### src/rtl/irq_pkg.sv
package irq_pkg;
   // Vector address of an ordinary source: slot 0 is reset, two words per slot.
   function automatic int unsigned slot_offset(input int unsigned src_idx,
                                               input int unsigned slot_words);
      return (src_idx + 1) * slot_words;
   endfunction
endpackage

### src/rtl/irq_gie_reg.sv
module irq_gie_reg (
   input  logic clk,
   input  logic rst_n,
   input  logic take,
   input  logic reti,
   input  logic gie_set,
   input  logic gie_clr,
   output logic gie
);
   logic gie_q, gie_d;

   always_comb begin
      gie_d = gie_q;
      if (take)                 gie_d = 1'b0;
      else if (reti || gie_set) gie_d = 1'b1;
      else if (gie_clr)         gie_d = 1'b0;
   end

   always_ff @(posedge clk or negedge rst_n) begin
      if (!rst_n) gie_q <= 1'b0;
      else        gie_q <= gie_d;
   end

   assign gie = gie_q;

   p_take_clears_gie_r5: assert property (@(posedge clk) disable iff (!rst_n)
      take |=> !gie);
   p_reti_sets_gie_r6: assert property (@(posedge clk) disable iff (!rst_n)
      (reti && !take) |=> gie);
endmodule

### src/rtl/irq_region_mask.sv
module irq_region_mask #(
   parameter int unsigned PC_W      = 12,
   parameter int unsigned BOOT_BASE = 12'hC00
) (
   input  logic [PC_W-1:0] pc,
   input  logic            vec_sel,
   input  logic            boot_lock,
   output logic            block_all
);
   localparam logic [PC_W-1:0] BOOT_START = PC_W'(BOOT_BASE);
   logic in_boot;

   assign in_boot   = (pc >= BOOT_START);
   assign block_all = boot_lock && (vec_sel ? !in_boot : in_boot);
endmodule

### src/rtl/irq_prio_enc.sv
module irq_prio_enc #(
   parameter int unsigned NUM_SRC = 8,
   localparam int unsigned IDX_W  = (NUM_SRC > 1) ? $clog2(NUM_SRC) : 1
) (
   input  logic [NUM_SRC-1:0] elig,
   output logic [NUM_SRC-1:0] grant,
   output logic [IDX_W-1:0]   idx,
   output logic               any
);
   logic [NUM_SRC:0] seen;
   assign seen[0] = 1'b0;

   for (genvar g = 0; g < NUM_SRC; g++) begin : g_chain
      assign seen[g+1] = seen[g] | elig[g];
      assign grant[g]  = elig[g] & ~seen[g];
   end

   assign any = seen[NUM_SRC];

   always_comb begin
      idx = '0;
      for (int k = 0; k < NUM_SRC; k++)
         if (grant[k]) idx = IDX_W'(k);
   end
endmodule

### src/rtl/vec_irq_ctrl.sv
module vec_irq_ctrl #(
   parameter int unsigned NUM_SRC    = 8,
   parameter int unsigned PC_W       = 12,
   parameter int unsigned BOOT_BASE  = 12'hC00,
   parameter int unsigned SLOT_WORDS = 2
) (
   input  logic               clk,
   input  logic               rst_n,
   input  logic [NUM_SRC-1:0] irq_req,
   input  logic [NUM_SRC-1:0] irq_en,
   input  logic               gie_set,
   input  logic               gie_clr,
   input  logic               reti,
   input  logic [PC_W-1:0]    pc,
   input  logic               vec_sel,
   input  logic               boot_lock,
   output logic               take,
   output logic [PC_W-1:0]    vec_addr,
   output logic [NUM_SRC-1:0] irq_ack,
   output logic               gie
);
   import irq_pkg::*;
   localparam int unsigned IDX_W    = (NUM_SRC > 1) ? $clog2(NUM_SRC) : 1;
   localparam int unsigned TBL_SPAN = (NUM_SRC + 1) * SLOT_WORDS;

   initial begin
      assert (NUM_SRC >= 1) else $error("NUM_SRC must be at least 1");
      assert (SLOT_WORDS >= 1) else $error("SLOT_WORDS must be at least 1");
      assert (PC_W < 32 && BOOT_BASE + TBL_SPAN <= (1 << PC_W))
         else $error("vector table does not fit in PC_W");
   end

   logic               block_all;
   logic [NUM_SRC-1:0] elig;
   logic [IDX_W-1:0]   win_idx;
   logic               any;
   logic [PC_W-1:0]    base;

   irq_region_mask #(.PC_W(PC_W), .BOOT_BASE(BOOT_BASE)) u_mask (
      .pc(pc), .vec_sel(vec_sel), .boot_lock(boot_lock), .block_all(block_all)
   );

   assign elig = (gie && !block_all) ? (irq_req & irq_en) : '0;

   irq_prio_enc #(.NUM_SRC(NUM_SRC)) u_enc (
      .elig(elig), .grant(irq_ack), .idx(win_idx), .any(any)
   );

   irq_gie_reg u_gie (
      .clk(clk), .rst_n(rst_n), .take(any), .reti(reti),
      .gie_set(gie_set), .gie_clr(gie_clr), .gie(gie)
   );

   assign take = any;
   assign base = vec_sel ? PC_W'(BOOT_BASE) : '0;
   assign vec_addr = take ? base + PC_W'(slot_offset(int'(win_idx), SLOT_WORDS)) : base;

   p_take_needs_gie_r1: assert property (@(posedge clk) disable iff (!rst_n)
      take |-> gie);
   p_ack_onehot_r2: assert property (@(posedge clk) disable iff (!rst_n)
      $onehot0(irq_ack) && (take == (irq_ack != '0)));
   p_ack_needs_req_r1: assert property (@(posedge clk) disable iff (!rst_n)
      (irq_ack & ~(irq_req & irq_en)) == '0);
   p_lock_blocks_r8: assert property (@(posedge clk) disable iff (!rst_n)
      block_all |-> !take);
endmodule

### config.mk
export PLATFORM = sky130hd
export DESIGN_NAME = vec_irq_ctrl
export DESIGN_NICKNAME = d
export VERILOG_FILES = /design/src/rtl/irq_pkg.sv /design/src/rtl/irq_gie_reg.sv /design/src/rtl/irq_region_mask.sv /design/src/rtl/irq_prio_enc.sv /design/src/rtl/vec_irq_ctrl.sv
export SDC_FILE = /design/constraint.sdc
export NUM_CORES = 1
export LEC_CHECK = 0
export BUFFER_PORTS_ARGS = -buffer_cell sky130_fd_sc_hd__buf_4
export CAP_MARGIN = 20
export CORE_UTILIZATION = 29
export CTS_CLUSTER_DIAMETER = 100
export CTS_CLUSTER_SIZE = 30
export DETAILED_ROUTE_END_ITERATION = 7
export PLACE_DENSITY = 0.75
export RECOVER_POWER = 50
export SLEW_MARGIN = 15
export SYNTH_ARGS = -nofsm -noshare
export SYNTH_HDL_FRONTEND = slang
export SYNTH_SLANG_ARGS = --single-unit
### constraint.sdc
create_clock -name clk -period 1.8 [get_ports clk]
set_input_delay 0.18 -clock clk [delete_from_list [all_inputs] [get_ports clk]]
set_output_delay 0.18 -clock clk [all_outputs]
set_load 0.02 [all_outputs]
==> reports/metrics.cfg <==
[timing]
max_freq_mhz=576
final-hold-violation-count=0
finalCritPeriodShare_pct=96.4
period_minus_slack_ps=1740
drv_slew=0
setup_viol=0
setup_tns_ps=0
fin_skew_ps=0
timing.hold.ws_ps=407

[grt]
grt_pass1_vias=400
grt-ovfl-total=0
grt_util_all_layers_pct=13.1
grt_pass1_wl_um=1500
antenna_found_initial=0
grt_max_degree=10

[clocking]
clk_pin_slew_worst_paths_ps=0
insertion_delay_ps=0

[critical_path]
crit_chain=buf_4 > a22oi_2 > and3_1 > nand3b_4 > o21ai_2 > ha_4 > a21oi_2 > a211oi_4 > buf_6
cp.arrival_ps=1560
cp-start-kind=input port
endpoint_kind=primary output
crit_required_ps=1620
path_class=input port to primary output
slowest_stage=and3_1
crit_path_max_fanout=2
cpPeakStageDelay_ps=260

[synth]
avgSynthCellArea_um2=7.05
ys_seq_area_share_pct=6.12
synthArstFlopShare_pct=100
ys_warn_count=0
synthesis.area_um2=409
synth_edf_count=0
synthFlopType=dfrtp_1
yosysTopAreaCell=buf_4
synthMostInstantiatedCell=nand2_1
synth.area.top_cells=buf_4 17%, nand2_1 9.2%, dfrtp_1 6.1%
synth_cell_types=27
syn_inst=58
synthTopCellsByCount=10 x nand2_1, 9 x buf_4, 6 x nor2_1
yosysTopAreaCellShare_pct=16.5
yosys_register_bits=1

[routing]
vias=559
viasPerCell=4.78
drtAntennaViolNets=0
wl_per_cell_um=9.78
drtIter0Drc=3
post-route-drc-count=0
wirelength_um=1140
drtPass1Iterations=2

[pwr]
power_leakage_uw=0.000372
p_per_area_nw_per_um2=396
peakVddDrop_mv=0.272

[die]
rows=13
start_util_pct=31.4
io_pins=57
core_area_um2=1300
die_height_um=39.6
die_x_um=39.6
die_area_um2=1560

[final_layout]
n_antenna_cell=0
area_growth_pct=85.0
final_core_util_pct=58.2
largest_reg_flops=1
nNetsFinal=140
design_area_um2=757
drive_gt1_share_pct=52.0

[place]
gp_congestion=0.829
dpl_cell_area_um2=722
dp_hpwl_um=948
io_buffer_count=40

[run_status]
outcome=completed

[worst_hold_path]
hp-class=input port to flip-flop

[flow_run]
drv_cap=0

## power by group
part / internal [µW] / switching (µW)
Combinational: 130 / 139
Sequential: 28.1 / 3.58
Clock: 0 / 0
Total: 158 / 142
## through the flow
| step | total power [µW] | instances | setup WS, ps |
|---|---|---|---|
| after detailed placement | 284 | 114 | 22.9 |
| final | 300 | 117 | 64.9 |
| after global placement | 281 | 114 | 26.5 |
| after floorplan | 186 | 63 | 46.1 |
| after global routing | 321 | 117 | -24.8 |
| after CTS | 286 | 115 | 19.0 |
## area by class of cell
class,instances,area [µm²]
sequential,1,26.3
multi-input combinational,50,345
tap,15,18.8
inverter,2,7.51
timing repair buffer,49,359
fill,128,544
## worst paths after layout
path | slack (ps) | cells after the start | start | end
setup / recovery | 60 | 9 | irq_req[2] | vec_addr[3]
min in group asynchronous | 510 | 2 | rst_n | u_gie.gie$_DFFE_PN0P_
max in group asynchronous | 1190 | 2 | rst_n | u_gie.gie$_DFFE_PN0P_
setup reg to reg | 690 | 5 | u_gie.gie$_DFFE_PN0P_ | u_gie.gie$_DFFE_PN0P_
hold reg to reg | 540 | 2 | u_gie.gie$_DFFE_PN0P_ | u_gie.gie$_DFFE_PN0P_
hold / removal | 410 | 3 | gie_set | u_gie.gie$_DFFE_PN0P_
## cells by family (layout without fill, tap and decap cells)
group,after synthesis,in the layout,synth area share (%)
AO/OA/AOI/OAI,12,12,28.7
adder cells (fa/ha/maj),1,1,3.06
buffers and inverters,12,51,21.1
flip-flops,1,1,6.12
other,1,6,0.917
AND/OR/NAND/NOR,31,31,40.1
## what timing repair did
action,4_1_cts,5_1_grt
endpoints found under the hold margin,1,0
hold buffers,1,0
endpoints found under the setup margin,0,2
buffers inserted,0,2
resized for setup,0,5
## per-layer routing
layer,vias to the layer above,part of all wire (%),global-route usage [%]
met4,0,0,0
met1,243,42,16.5
met3,0,8.6,0
met5,-,0,0
li1,286,-,-
met2,30,50,25.8
## worst max-delay path: cells and delay by family
kind                     cells  cell delay, ps
AO/OA/AOI/OAI                4             590
adder cells (fa/ha/maj)      1             170
buffers and inverters        2             250
AND/OR/NAND/NOR              2             350
## layout by cell type, fill, tap and decap left out, drive strengths merged, types with 2 or more instances in the layout
| cell type | Yosys | final |
|---|---|---|
| nand3 | 3 | 3 |
| clkbuf | 0 | 5 |
| buf | 10 | 43 |
| inv | 2 | 2 |
| conb | 1 | 6 |
| nand2 | 10 | 10 |
| and2 | 2 | 2 |
| a211oi | 3 | 3 |
| nor3 | 3 | 3 |
| nand4 | 2 | 2 |
| nor2 | 6 | 6 |
| and3 | 2 | 2 |
No activity file was read; power rests on OpenSTA's default activity.
